--- src/rtl/pkt_pkg.sv ---
package pkt_pkg;

  // Strobes from control to datapath for one cycle
  typedef struct packed {
    logic capture;   // register a new absolute address
    logic write;     // mark the selected page
    logic setRef;    // OR in the referenced bit
    logic setChg;    // OR in the changed bit
    logic clearAll;  // wipe the key array
    logic readOut;   // load the inspection registers
  } keyStrobe_t;

  localparam int WIN_BITS  = 13;  // 8 KB swap window
  localparam int PAGE_BITS = 12;  // 4 KB key granule

endpackage

--- src/rtl/pkt_remap.sv ---
module pkt_remap
  import pkt_pkg::*;
#(
  parameter int ADDR_W = 32
) (
  input  logic [ADDR_W-1:0] realAddr,
  input  logic [ADDR_W-1:0] prefixBase,
  output logic [ADDR_W-1:0] absAddr
);

  localparam int HI_W = ADDR_W - WIN_BITS;

  logic [HI_W-1:0]     realHi;
  logic [HI_W-1:0]     pfxHi;
  logic [WIN_BITS-1:0] winOffset;
  logic                inLowWin;
  logic                inPfxWin;
  logic                unusedPfxLow;

  assign realHi       = realAddr[ADDR_W-1:WIN_BITS];
  assign pfxHi        = prefixBase[ADDR_W-1:WIN_BITS];
  assign winOffset    = realAddr[WIN_BITS-1:0];
  assign unusedPfxLow = ^prefixBase[WIN_BITS-1:0];

  assign inLowWin = (realHi == '0);
  assign inPfxWin = (realHi == pfxHi);

  // Because the base is window-aligned, add and subtract reduce to
  // replacing the upper bits.
  always_comb begin
    if (inLowWin)      absAddr = {pfxHi, winOffset};
    else if (inPfxWin) absAddr = {{HI_W{1'b0}}, winOffset};
    else               absAddr = realAddr;
  end

endmodule

--- src/rtl/pkt_ctrl.sv ---
module pkt_ctrl
  import pkt_pkg::*;
#(
  parameter int ADDR_W    = 32,
  parameter int NUM_PAGES = 64
) (
  input  logic              reqValid,
  input  logic              rdGrant,
  input  logic              wrGrant,
  input  logic [ADDR_W-1:0] absAddr,
  input  logic [ADDR_W-1:0] memSize,
  input  logic              keyClear,
  input  logic              keyRdEn,
  output keyStrobe_t        strobe,
  output logic [$clog2(NUM_PAGES)-1:0] wrIdx
);

  localparam int IDX_W   = $clog2(NUM_PAGES);
  localparam int FIT_LSB = PAGE_BITS + IDX_W;

  logic withinStorage;
  logic withinArray;

  assign withinStorage = (absAddr <= memSize);
  assign withinArray   = (absAddr[ADDR_W-1:FIT_LSB] == '0);
  assign wrIdx         = absAddr[PAGE_BITS +: IDX_W];

  always_comb begin
    strobe          = '0;
    strobe.capture  = reqValid;
    strobe.clearAll = keyClear;
    strobe.readOut  = keyRdEn;
    strobe.setRef   = rdGrant;
    strobe.setChg   = wrGrant;
    strobe.write    = reqValid && withinStorage && withinArray && !keyClear;
  end

endmodule

--- src/rtl/pkt_datapath.sv ---
module pkt_datapath
  import pkt_pkg::*;
#(
  parameter int ADDR_W    = 32,
  parameter int NUM_PAGES = 64
) (
  input  logic                         clk,
  input  logic                         rstN,
  input  keyStrobe_t                   strobe,
  input  logic [ADDR_W-1:0]            absIn,
  input  logic [$clog2(NUM_PAGES)-1:0] wrIdx,
  input  logic [$clog2(NUM_PAGES)-1:0] rdIdx,
  output logic [ADDR_W-1:0]            absOut,
  output logic                         absValid,
  output logic                         rdRef,
  output logic                         rdChg
);

  logic [NUM_PAGES-1:0] refArr;
  logic [NUM_PAGES-1:0] chgArr;

  always_ff @(posedge clk) begin
    if (!rstN) begin
      absOut   <= '0;
      absValid <= 1'b0;
      rdRef    <= 1'b0;
      rdChg    <= 1'b0;
    end else begin
      absValid <= strobe.capture;
      if (strobe.capture) absOut <= absIn;
      if (strobe.readOut) begin
        rdRef <= refArr[rdIdx];
        rdChg <= chgArr[rdIdx];
      end
    end
  end

  for (genvar gi = 0; gi < NUM_PAGES; gi++) begin : g_key
    logic hit;
    assign hit = strobe.write && (wrIdx == gi);

    always_ff @(posedge clk) begin
      if (!rstN || strobe.clearAll) begin
        refArr[gi] <= 1'b0;
        chgArr[gi] <= 1'b0;
      end else if (hit) begin
        refArr[gi] <= refArr[gi] | strobe.setRef;
        chgArr[gi] <= chgArr[gi] | strobe.setChg;
      end
    end


    sticky_ref_chk: assert property (@(posedge clk) disable iff (!rstN)
      (refArr[gi] && !strobe.clearAll) |=> refArr[gi]);

    sticky_chg_chk: assert property (@(posedge clk) disable iff (!rstN)
      (chgArr[gi] && !strobe.clearAll) |=> chgArr[gi]);

    ref_cause_chk: assert property (@(posedge clk) disable iff (!rstN)
      (!refArr[gi] && !(strobe.write && strobe.setRef && wrIdx == gi)) |=> !refArr[gi]);
  end


  clear_empties_chk: assert property (@(posedge clk) disable iff (!rstN)
    strobe.clearAll |=> (refArr == '0 && chgArr == '0));

  abs_hold_chk: assert property (@(posedge clk) disable iff (!rstN)
    !strobe.capture |=> $stable(absOut));

endmodule

--- src/rtl/prefix_key_tracker.sv ---
module prefix_key_tracker
  import pkt_pkg::*;
#(
  parameter int ADDR_W    = 32,
  parameter int NUM_PAGES = 64,
  localparam int IDX_W    = $clog2(NUM_PAGES)
) (
  input  logic              clk,
  input  logic              rstN,
  input  logic              reqValid,
  input  logic [ADDR_W-1:0] realAddr,
  input  logic              rdGrant,
  input  logic              wrGrant,
  input  logic [ADDR_W-1:0] prefixBase,
  input  logic [ADDR_W-1:0] memSize,
  input  logic              keyClear,
  input  logic              keyRdEn,
  input  logic [IDX_W-1:0]  keyRdIdx,
  output logic [ADDR_W-1:0] absAddr,
  output logic              absValid,
  output logic              keyRdRef,
  output logic              keyRdChg
);

  logic [ADDR_W-1:0] absComb;
  logic [IDX_W-1:0]  pageIdx;
  keyStrobe_t        strobe;

  pkt_remap #(.ADDR_W(ADDR_W)) u_remap (
    .realAddr   (realAddr),
    .prefixBase (prefixBase),
    .absAddr    (absComb)
  );

  pkt_ctrl #(.ADDR_W(ADDR_W), .NUM_PAGES(NUM_PAGES)) u_ctrl (
    .reqValid (reqValid),
    .rdGrant  (rdGrant),
    .wrGrant  (wrGrant),
    .absAddr  (absComb),
    .memSize  (memSize),
    .keyClear (keyClear),
    .keyRdEn  (keyRdEn),
    .strobe   (strobe),
    .wrIdx    (pageIdx)
  );

  pkt_datapath #(.ADDR_W(ADDR_W), .NUM_PAGES(NUM_PAGES)) u_dp (
    .clk      (clk),
    .rstN     (rstN),
    .strobe   (strobe),
    .absIn    (absComb),
    .wrIdx    (pageIdx),
    .rdIdx    (keyRdIdx),
    .absOut   (absAddr),
    .absValid (absValid),
    .rdRef    (keyRdRef),
    .rdChg    (keyRdChg)
  );


  low_to_prefix_chk: assert property (@(posedge clk) disable iff (!rstN)
    (reqValid && realAddr[ADDR_W-1:WIN_BITS] == '0)
      |=> absAddr[ADDR_W-1:WIN_BITS] == $past(prefixBase[ADDR_W-1:WIN_BITS]));

  prefix_to_low_chk: assert property (@(posedge clk) disable iff (!rstN)
    (reqValid && realAddr[ADDR_W-1:WIN_BITS] != '0
      && realAddr[ADDR_W-1:WIN_BITS] == prefixBase[ADDR_W-1:WIN_BITS])
      |=> absAddr[ADDR_W-1:WIN_BITS] == '0);

  valid_follows_chk: assert property (@(posedge clk) disable iff (!rstN)
    reqValid |=> absValid);

endmodule

--- config.mk ---
export PLATFORM = sky130hd
export DESIGN_NAME = prefix_key_tracker
export DESIGN_NICKNAME = d
export VERILOG_FILES = /design/src/rtl/pkt_pkg.sv /design/src/rtl/pkt_remap.sv /design/src/rtl/pkt_ctrl.sv /design/src/rtl/pkt_datapath.sv /design/src/rtl/prefix_key_tracker.sv
export SDC_FILE = /design/constraint.sdc
export NUM_CORES = 1
export LEC_CHECK = 0
export BUFFER_PORTS_ARGS = -buffer_cell sky130_fd_sc_hd__buf_2
export CORE_MARGIN = 2
export CORE_UTILIZATION = 40
export DETAILED_ROUTE_END_ITERATION = 8
export SLEW_MARGIN = 20
export SYNTH_ARGS = -nofsm -noshare
export SYNTH_HDL_FRONTEND = slang
export SYNTH_HIERARCHICAL = 1
export SYNTH_SLANG_ARGS = --single-unit
--- constraint.sdc ---
create_clock -name clk -period 3.3 [get_ports clk]
set_input_delay 0.495 -clock clk [delete_from_list [all_inputs] [get_ports clk]]
set_output_delay 0.495 -clock clk [all_outputs]
set_load 0.01 [all_outputs]
* After elaboration in Yosys (flattened, before gate mapping) *
Index checks and enable logic that the tools add are counted.

operators by class
  $lt $le $gt $ge = 2
  eq/ne operators = 64
  multiplexer cells = 6
  bitwise logic cells = 128
  reduce and logical (&&, ||, !) cells = 73

operators by type and width
  kind                                                                          count
  6-bit equality test, second input constant                                    32
  1-bit bitwise OR                                                              128
  6-bit by 5-bit equality test with 1-bit output, second input constant         16
  1-bit logical AND                                                             67
  32-bit two-way mux                                                            2
  6-bit by 4-bit equality test with 1-bit output, second input constant         8
  32-bit less-or-equal comparator                                               1
  6-bit by 3-bit equality test with 1-bit output, second input constant         4
  19-bit equality test                                                          1
  19-bit zero test                                                              1
  14-bit zero test                                                              1
  1-bit binary-select mux with 6-bit select                                     2
  6-bit by 2-bit equality test with 1-bit output, second input constant         2
  6-bit by 7-bit less-than comparator with 1-bit output, second input constant  1
  6-bit by 1-bit equality test with 1-bit output, second input constant         1
  6-bit zero test                                                               1
  1-bit zero test                                                               2
  1-bit two-way mux                                                             2
  1-bit logical OR                                                              1

storage, ports and cells
  register bits after elaboration = 163
  bits of input ports = 109
  output and inout port bits = 35
  word-level logic and storage cells = 405

* Logic depth before layout (Yosys ltp) *
Gate-level depths: netlist (run 1).

  depth after elaboration = 8
  gate-level depth with buffers = 17
  mapped depth without buffers = 14

* Modules after synthesis *
The synthesis (run 1) kept the hierarchy.

by module, submodules not included
  module        instances  cells an instance  area each (um^2)
  pkt_datapath  1          655                6401.1
  pkt_ctrl      1          131                924.6
  pkt_remap     1          126                802.0

* Least setup slack after synthesis (run 1) *
No wires, ideal clock.

  kind = input port to flip-flop
  start = input realAddr[14]
  end = register u_dp.chgArr[1]
  data arrival time = 3.539 ns
  required time = 3.235 ns
  path slack = -0.304 ns
  stages = 15
  path buffers = 1
  path through = xnor2_1 > nand4_1 > nor3_4 > o211ai_1 > ha_1 > a21oi_2 > nand2_1 > a221o_1 > o31a_1 > o21ai_2 > nand2_1 > nor3_1 > clkbuf_1 > a21oi_1 > nor2_1

RTL lines
  item                             RTL line                  RTL
  from (decl)                      prefix_key_tracker.sv:11  input logic [ADDR_W-1:0] realAddr,
  to (signal, indexed assignment)  pkt_datapath.sv:48        chgArr[gi] <= chgArr[gi] | strobe.setChg;
  to (decl)                        pkt_datapath.sv:20        logic [NUM_PAGES-1:0] chgArr;

==> impl_metrics.env, run 1 <==
export IMPL_final_cells=1399
export IMPL_core_um2=20100
export IMPL_syn_area_um2=8130
export IMPL_clk_latency_ns=0.43
export IMPL_met1_usage=0.280
export IMPL_cp_common_cell="buf_4"
export IMPL_antenna_left=0
export IMPL_path_clk_slew_ns=0.07
export IMPL_synthArstFlopShare=0
export IMPL_htree_levels=4
export IMPL_nets=1256
export IMPL_synthCells=912
export IMPL_wl_per_cell_um=17.7
export IMPL_crit_buf_inv=6
export IMPL_critical_path_required_ns=3.67
export IMPL_p_per_area_nw_per_um2=409
export IMPL_fin_crit_ns=3.44
export IMPL_antenna_found_initial=1
export IMPL_die_area_um2=21500
export IMPL_synthFlopType="dfxtp_1"
export IMPL_path_delay_family="compound AO/OA/AOI/OAI gates"
export IMPL_cts_hold_buffers=0
export IMPL_failed_checks="setup timing"
export IMPL_finalClockSkew_ns=0.0134
export IMPL_grt_max_degree=66
export IMPL_critPathCaptureType="flip-flop"
export IMPL_numCtsBuffers=17
export IMPL_setup_viol=98
export IMPL_max_stage_delay_ns=0.31
export IMPL_synth_edf_count=0
export IMPL_fin_setup_tns_ns=-5.46
export IMPL_use_met2=0.362
export IMPL_critPathKind="in -> reg"
export IMPL_drtIter0Drc=427
export IMPL_num_vias=7372
export IMPL_grt_remaining_overflow=0
export IMPL_max_freq_mhz=291
export IMPL_hold_viol=0
export IMPL_place_gp_congestion=0.868
export IMPL_cap_violations=0
export IMPL_ys_seq_elements=163
export IMPL_place_detailed_hpwl_um=16200
export IMPL_p_leak_uw=0.00475
export IMPL_layout_common_cells="dfxtp_1, nor2_1, buf_2, buf_4, a21oi_2"
export IMPL_die_h_um=147
export IMPL_relSlewSlack=0.107
export IMPL_drt_wl_total_um=24800
export IMPL_cts_buffer_depth=2
export IMPL_syn_avg_cell_area_um2=8.91
export IMPL_status="finished, violations left"
export IMPL_seq_area_frac_synth=0.401
export IMPL_io_pins=144
export IMPL_ys_warn_count=6
export IMPL_finalMaxSlewViolations=0
export IMPL_syn_nets=1053
export IMPL_track_usage=0.213
export IMPL_placed_cells=1336
export IMPL_final_common_cell="dfxtp_1"
export IMPL_syn2layout_area_growth_pct=39.9
export IMPL_drive_gt1_frac=0.401
export IMPL_top_usage_layer="met2"
export IMPL_post_route_period_util=1.04
export IMPL_grt_setup_unrepaired="true"
export IMPL_start_util=0.404
export IMPL_cts_sinks=163
export IMPL_port_buffers=130
export IMPL_synth_cell_types=48
export IMPL_irDropWorstVdd_mv=0.386
export IMPL_drc=0
export IMPL_grt_pass1_wl_um=36400
export IMPL_avgViaCountPerCell=5.27
export IMPL_tightest_slew_ns=1.33
export IMPL_hold_ws_ns=0.344
export IMPL_cts_root_buf="clkbuf_16"
export IMPL_grt_pass1_vias=6918
export IMPL_crit_path_top_delay_cell="ha_1"
export IMPL_worstPathMaxFanout=8
export IMPL_die_w_um=147
export IMPL_met3_usage=0.0353
export IMPL_rows=52
export IMPL_cp_cell_sequence="buf_2 > xnor2_2 > nand4_1 > buf_4 > buf_4 > o21ai_0 > o211ai_1 > ha_1 > nand4_1 > nor2_1 > a221o_1 > o31a_1 > o21ai_2 > buf_4 > nand2_4 > buf_6 > nor2_4 > buf_12 > a21oi_1 > nor2_1"
export IMPL_hold_path_class="in -> reg"
export IMPL_cts_tree="done"
export IMPL_cp_start_kind="input port"
export IMPL_critical_path_arrival_ns=3.81
export IMPL_fin_ws_ns=-0.140
export IMPL_dr_pass1_iters=5
## registers in the layout, summed over array words and instances (netlist names)
signal / count
u_dp/chgArr: 64
u_dp/refArr: 64
u_dp/absOut: 32
u_dp/absValid: 1
u_dp/rdChg: 1
u_dp/rdRef: 1
## worst min-delay path: stages
cell and delay (ns):
buf_2 0.09, nand3b_1 0.09, o31ai_1 0.06
## cells in the mapped netlist (all sizes together), types with 6 or more instances
cell / instances / area share
nand4: 12 / 0.0092
mux2i: 48 / 0.059
mux4: 24 / 0.072
a22oi: 6 / 0.0055
nand2b: 9 / 0.0069
dfxtp: 163 / 0.40
clkbuf: 30 / 0.014
nor2: 148 / 0.068
inv: 52 / 0.024
nand3: 25 / 0.015
nor3: 12 / 0.0094
a211oi: 7 / 0.0065
ha: 32 / 0.049
nor2b: 43 / 0.033
o21ai: 27 / 0.017
xnor2: 19 / 0.020
o211ai: 20 / 0.018
a22o: 6 / 0.0065
nand2: 15 / 0.0069
nor4: 10 / 0.0077
buf: 42 / 0.040
a21oi: 143 / 0.089
## per-stage QoR
| stage | utilization | power (µW) | instance area, µm² | setup WS (ns) |
|---|---|---|---|---|
| after CTS | 0.517 | 4630 | 10400 | 0.00437 |
| final | 0.566 | 4650 | 11400 | -0.140 |
| after global routing | 0.566 | 4820 | 11400 | -0.226 |
| after global placement | 0.473 | 2600 | 9500 | -0.863 |
| after detailed placement | 0.473 | 2610 | 9510 | -0.853 |
| after floorplan | - | 2380 | 8240 | -0.0704 |
## cells by family (layout without fill, tap and decap cells)
family / Yosys count / after routing / synth area share
adder cells (fa/ha/maj): 32 / 32 / 0.0493
flip-flops: 163 / 163 / 0.401
multiplexers: 72 / 72 / 0.131
buffers and inverters: 124 / 340 / 0.0784
XOR/XNOR: 19 / 19 / 0.0205
other: 0 / 1 / 0
AO/OA/AOI/OAI: 222 / 222 / 0.157
AND/OR/NAND/NOR: 280 / 280 / 0.163
## power by group
part | switching (µW) | internal, µW | leakage [µW]
registers | 14.5 | 1990 | 0.00132
logic | 346 | 284 | 0.00313
clock network | 906 | 1100 | 0.000299
total | 1270 | 3380 | 0.00475
## final timing paths
path | slack [ns] | to | startpoint | cells after the start
min reg2reg | 0.46 | u_dp/chgArr[7] | u_dp/chgArr[7] | 2
min | 0.34 | u_dp/rdChg | keyRdEn | 3
max | -0.14 | u_dp/chgArr[36] | prefixBase[29] | 20
max reg2reg | 1.46 | u_dp/rdRef | u_dp/refArr[35] | 5
## layer usage
metal | wire (µm) | part of all wire
met1 | 11200 | 0.45
met2 | 11900 | 0.48
met3 | 1100 | 0.044
met4 | 603 | 0.024
met5 | 0 | 0
## final cells by class
type                            count  area (µm²)
Inverter                           52         195
Fill cell                        1726        8730
Timing Repair Buffer              256        1950
Multi-Input combinational cell    625        5020
Clock inverter                     14         160
Tap cell                          270         338
Clock buffer                       18         439
Sequential cell                   163        3260
Antenna cell                        1        2.50
## timing repair
item	in CTS	in global routing
resized for setup	16	173
gates cloned	0	7
setup endpoints to repair	128	128
buffers inserted	11	16
pin swaps	21	120
No activity file was read; power rests on OpenSTA's default activity.
==> run 2, diff against run 1 <==
==> constraint.sdc (replaced) <==
create_clock -name clk -period 2.9 [get_ports clk]
set_input_delay 0.435 -clock clk [delete_from_list [all_inputs] [get_ports clk]]
set_output_delay 0.435 -clock clk [all_outputs]
set_load 0.01 [all_outputs]
==> run 2 against run 1 <==
  * The run still ends with setup timing left
  * Largest power group is now the clock network
  * Setup slack lost 0.22 ns
  * Largest cell class unchanged
  * Combinational power grew 19%
  * Global-route usage grew 1.6 points
==> impl_metrics.env, run 2 (synthesized netlist as in run 1, its figures left out) <==
export IMPL_setup_viol=128
export IMPL_hold_viol=0
export IMPL_layout_common_cells="dfxtp_1, nor2_1, buf_2, a21oi_2, buf_4"
export IMPL_drt_wl_total_um=25400
export IMPL_cts_root_buf="clkbuf_16"
export IMPL_nets=1260
export IMPL_cts_hold_buffers=0
export IMPL_irDropWorstVdd_mv=0.381
export IMPL_core_um2=20100
export IMPL_cap_violations=0
export IMPL_critPathKind="in -> reg"
export IMPL_drive_gt1_frac=0.423
export IMPL_worstPathMaxFanout=6
export IMPL_max_stage_delay_ns=0.34
export IMPL_start_util=0.404
export IMPL_drtIter0Drc=472
export IMPL_syn2layout_area_growth_pct=42.6
export IMPL_cts_sinks=163
export IMPL_relSlewSlack=0.564
export IMPL_drc=0
export IMPL_critical_path_arrival_ns=3.62
export IMPL_final_common_cell="dfxtp_1"
export IMPL_antenna_left=0
export IMPL_finalClockSkew_ns=0.00560
export IMPL_numCtsBuffers=17
export IMPL_crit_buf_inv=5
export IMPL_place_gp_congestion=0.860
export IMPL_clk_latency_ns=0.42
export IMPL_port_buffers=130
export IMPL_final_cells=1403
export IMPL_antenna_found_initial=1
export IMPL_io_pins=144
export IMPL_die_h_um=147
export IMPL_cp_cell_sequence="buf_2 > xnor2_2 > nand3_2 > nor3_4 > buf_6 > o211ai_1 > ha_1 > nand4_1 > buf_4 > nor4_4 > a21boi_2 > o31a_1 > o21ai_4 > nand2_4 > buf_12 > nor2_4 > clkbuf_16 > a21oi_2 > nor2_1"
export IMPL_avgViaCountPerCell=5.36
export IMPL_grt_setup_unrepaired="true"
export IMPL_num_vias=7516
export IMPL_total_power_uw=5340
export IMPL_p_leak_uw=0.00483
export IMPL_cts_tree="done"
export IMPL_failed_checks="setup timing"
export IMPL_die_w_um=147
export IMPL_crit_path_top_delay_cell="ha_1"
export IMPL_cp_start_kind="input port"
export IMPL_cts_buffer_depth=2
export IMPL_max_freq_mhz=307
export IMPL_grt_pass1_vias=7239
export IMPL_placed_cells=1336
export IMPL_fin_crit_ns=3.26
export IMPL_critical_path_required_ns=3.26
export IMPL_finalMaxSlewViolations=0
export IMPL_htree_levels=4
export IMPL_track_usage=0.229
export IMPL_reg_largest_list="u_dp/chgArr x64, u_dp/refArr x64, u_dp/absOut x32"
export IMPL_grt_remaining_overflow=0
export IMPL_grt_max_degree=129
export IMPL_p_per_area_nw_per_um2=461
export IMPL_dr_pass1_iters=5
export IMPL_hold_path_class="in -> reg"
export IMPL_post_route_period_util=1.12
export IMPL_tightest_slew_ns=0.655
export IMPL_postLayoutCoreUtil=0.576
export IMPL_wl_per_cell_um=18.1
export IMPL_status="finished, violations left"
export IMPL_fin_ws_ns=-0.360
export IMPL_rows=52
export IMPL_fillers=1745
export IMPL_critPathCaptureType="flip-flop"
export IMPL_die_area_um2=21500
export IMPL_place_detailed_hpwl_um=16200
export IMPL_path_delay_family="simple AND/OR/NAND/NOR gates"
export IMPL_grt_pass1_wl_um=39000
export IMPL_path_clk_slew_ns=0.07
## run 2: timing repair
| action | in CTS | in global routing |
|---|---|---|
| setup endpoints to repair | 128 | 128 |
| setup buffers | 30 | 3 |
| endpoints found under the hold margin | 0 | 0 |
| cloned | 3 | 2 |
| pin swaps | 88 | 63 |
| gates resized for setup | 161 | 91 |
## run 2: report_power, final
part	total, µW	switching (µW)	internal (µW)	leakage, µW
registers	2290	17.7	2270	0.00132
logic	750	406	344	0.00322
clock network	2300	1000	1300	0.000289
## run 2: metal layers
| layer | GRT usage | up-vias | wire length (µm) | share of wire |
|---|---|---|---|---|
| met5 | 0 | - | 0 | 0 |
| met4 | 0.0617 | 0 | 304 | 0.012 |
| met3 | 0.0456 | 27 | 1180 | 0.046 |
| met2 | 0.375 | 230 | 12400 | 0.49 |
| met1 | 0.310 | 3651 | 11500 | 0.45 |
| li1 | - | 3608 | - | - |
## run 2: final cells by class
type                       instances  area (µm²)  share of cell area
antenna                            1        2.50            0.000216
sequential                       163        3260               0.282
tap                              270         338              0.0292
multi-input combinational        625        5180               0.447
clock buffer                      18         429              0.0370
clock inverter                    14         171              0.0148
timing repair buffer             260        2010               0.174
inverter                          52         195              0.0168
## run 2: worst paths after layout
path                   start              end  slack (ns)  depth (start not counted)
max             realAddr[13]  u_dp/chgArr[33]       -0.36                         19
min              realAddr[5]   u_dp/absOut[5]        0.29                          3
max reg2reg  u_dp/refArr[51]       u_dp/rdRef        1.04                          5
min reg2reg  u_dp/chgArr[22]  u_dp/chgArr[22]        0.46                          2
## run 2: worst min-delay path: stages
cell	delay [ns]
buf_2	0.09
mux2i_1	0.06
nor2b_1	0.09
## run 2: stage by stage
stage	area, µm²	worst slack [ns]	hold slack, ns	TNS, ns
finish	11600	-0.360	0.289	-33.82
global route	11600	-0.545	0.286	-58.25
CTS	11200	-0.286	0.278	-30.26
detailed placement	9510	-1.15	0.449	-133.66
global placement	9510	-1.14	0.441	-135.17
floorplan	8240	-0.410	0.428	-38.75
==> run 3, diff against run 2 <==
--- a/config.mk
+++ b/config.mk
@@ -7,8 +7,9 @@
 export LEC_CHECK = 0
 export BUFFER_PORTS_ARGS = -buffer_cell sky130_fd_sc_hd__buf_2
 export CORE_MARGIN = 2
-export CORE_UTILIZATION = 40
+export CORE_UTILIZATION = 51
 export DETAILED_ROUTE_END_ITERATION = 8
+export PLACE_DENSITY_LB_ADDON = 0.1
 export SLEW_MARGIN = 20
 export SYNTH_ARGS = -nofsm -noshare
 export SYNTH_HDL_FRONTEND = slang
==> run 3 against run 2 <==
  * The run still ends with setup timing left
  * Setup slack got worse by 0.17 ns
  * First-iteration DRC count increased by 10%
  * Combinational power decreased by 10%
  * Non-clock buffer count decreased by 9
  * Power decreased by 3.2%
  * Final cell count decreased by 4.5%
  * Critical endpoint is now u_dp/refArr[4]
  * Largest cell class unchanged
  * Largest power group is now registers
==> impl_metrics.env, run 3 (synthesized netlist as in run 1, its figures left out) <==
export IMPL_worstPathMaxFanout=16
export IMPL_rows=46
export IMPL_hold_depth=3
export IMPL_grt_pass1_vias=6949
export IMPL_critical_path_required_ns=3.24
export IMPL_layout_common_cells="dfxtp_1, nor2_1, buf_2, buf_4, a21oi_2"
export IMPL_fin_crit_ns=3.43
export IMPL_place_detailed_hpwl_um=15600
export IMPL_critical_path_arrival_ns=3.77
export IMPL_start_util=0.517
export IMPL_antenna_found_initial=1
export IMPL_cts_tree="done"
export IMPL_p_leak_uw=0.00457
export IMPL_die_area_um2=17000
export IMPL_place_gp_congestion=0.857
export IMPL_p_per_area_nw_per_um2=473
export IMPL_cts_sinks=163
export IMPL_grt_max_degree=59
export IMPL_drc=0
export IMPL_cts_root_buf="clkbuf_16"
export IMPL_die_h_um=130
export IMPL_io_pins=144
export IMPL_post_route_period_util=1.18
export IMPL_antenna_left=0
export IMPL_nets=1251
export IMPL_critPathLaunch="realAddr[17]"
export IMPL_total_power_uw=5170
export IMPL_reg2reg_from="u_dp/chgArr[35]"
export IMPL_die_w_um=130
export IMPL_failed_checks="setup timing"
export IMPL_tightest_slew_ns=1.12
export IMPL_reg_largest_list="u_dp/chgArr x64, u_dp/refArr x64, u_dp/absOut x32"
export IMPL_cts_buffer_depth=2
export IMPL_finalMaxSlewViolations=0
export IMPL_hold_path_class="in -> reg"
export IMPL_grt_setup_unrepaired="true"
export IMPL_core_um2=15700
export IMPL_grt_pass1_wl_um=35800
export IMPL_syn2layout_area_growth_pct=34.5
export IMPL_irDropWorstVdd_mv=0.437
export IMPL_finalClockSkew_ns=0.00895
export IMPL_track_usage=0.274
export IMPL_grt_remaining_overflow=0
export IMPL_path_clk_slew_ns=0.07
export IMPL_cap_violations=0
export IMPL_dr_pass1_iters=6
export IMPL_hold_viol=0
export IMPL_fin_ws_ns=-0.528
export IMPL_htree_levels=4
export IMPL_rr_endpoint="u_dp/rdChg"
export IMPL_r2r_setup_slack_ns=1.15
export IMPL_placed_cells=1276
export IMPL_relSlewSlack=0.250
export IMPL_drt_wl_total_um=23700
export IMPL_critPathKind="in -> reg"
export IMPL_final_cells=1340
export IMPL_final_common_cell="dfxtp_1"
export IMPL_cts_hold_buffers=0
export IMPL_hold_ws_ns=0.280
export IMPL_status="finished, violations left"
export IMPL_critPathCaptureType="flip-flop"
export IMPL_setup_viol=128
export IMPL_fin_setup_tns_ns=-55.85
export IMPL_cp_start_kind="input port"
export IMPL_crit_end="u_dp/refArr[4]"
export IMPL_num_vias=7367
export IMPL_wl_per_cell_um=17.7
export IMPL_reg2reg_depth=5
export IMPL_avgViaCountPerCell=5.50
export IMPL_clk_latency_ns=0.43
export IMPL_numCtsBuffers=17
export IMPL_port_buffers=130
export IMPL_max_freq_mhz=292
export IMPL_drtIter0Drc=519
export IMPL_postLayoutCoreUtil=0.695
export IMPL_drive_gt1_frac=0.366
==> run 3: cell count changes in the layout (fill, tap and decap cells not counted), sizes merged <==
cell / delta
bufinv: -1
buf: -6
clkinvlp: +1
clkinv: -3
==> run 3: routing by layer <==
layer | GRT usage | share of wire | up-vias
met3 | 0.0504 | 0.054 | 33
met1 | 0.366 | 0.44 | 3520
met2 | 0.455 | 0.49 | 228
li1 | - | - | 3586
met5 | 0 | 0 | -
met4 | 0.0791 | 0.018 | 0
==> run 3: power breakdown <==
group          internal, µW  switching [µW]  leakage, µW
Clock                  1230             976     0.000269
Sequential             2270            16.2      0.00132
Combinational           301             373      0.00298
==> run 3: what timing repair did <==
action | 4_1_cts | 5_1_grt
setup buffers | 20 | 11
gates cloned | 3 | 0
pin swaps | 91 | 116
setup endpoints to repair | 128 | 128
resized for setup | 63 | 79
==> run 3: worst min-delay path by stage <==
stage | slack (ns) | to | startpoint
after global routing | 0.28 | u_dp/absOut[7] | realAddr[7]
after detailed placement | 0.45 | u_dp/chgArr[18] | u_dp/chgArr[18]
after global placement | 0.44 | u_dp/chgArr[2] | u_dp/chgArr[2]
final | 0.28 | u_dp/absOut[7] | realAddr[7]
after CTS | 0.28 | u_dp/absOut[7] | realAddr[7]
after floorplan | 0.43 | u_dp/chgArr[11] | u_dp/chgArr[11]
==> run 3: final cells by class <==
type                       instances  area, µm²
tap                              216        270
sequential                       163       3260
inverter                          52        195
clock inverter                    11        119
clock buffer                      21        450
multi-input combinational        625       4860
timing repair buffer             251       1770
fill                            1239       4780
antenna                            1       2.50
==> run 3: per-stage QoR <==
stage,area [µm²],setup slack [ns]
6_report,10900,-0.528
5_1_grt,10900,-0.636
4_1_cts,10500,-0.499
3_5_place_dp,9410,-1.10
3_3_place_gp,9410,-1.11
2_1_floorplan,8240,-0.410
==> run 3: worst max-delay path, cell delays in order <==
cell	delay, ns
buf_2	0.12
xnor2_1	0.22
nand4_1	0.12
buf_4	0.17
buf_4	0.18
o21ai_0	0.16
o211ai_1	0.22
ha_1	0.39
nand4_1	0.18
nor4_2	0.38
buf_4	0.18
nand3_1	0.08
o21ai_2	0.11
buf_6	0.15
nand2_8	0.07
nor3_4	0.21
buf_12	0.17
a21oi_1	0.07
nor2_1	0.14
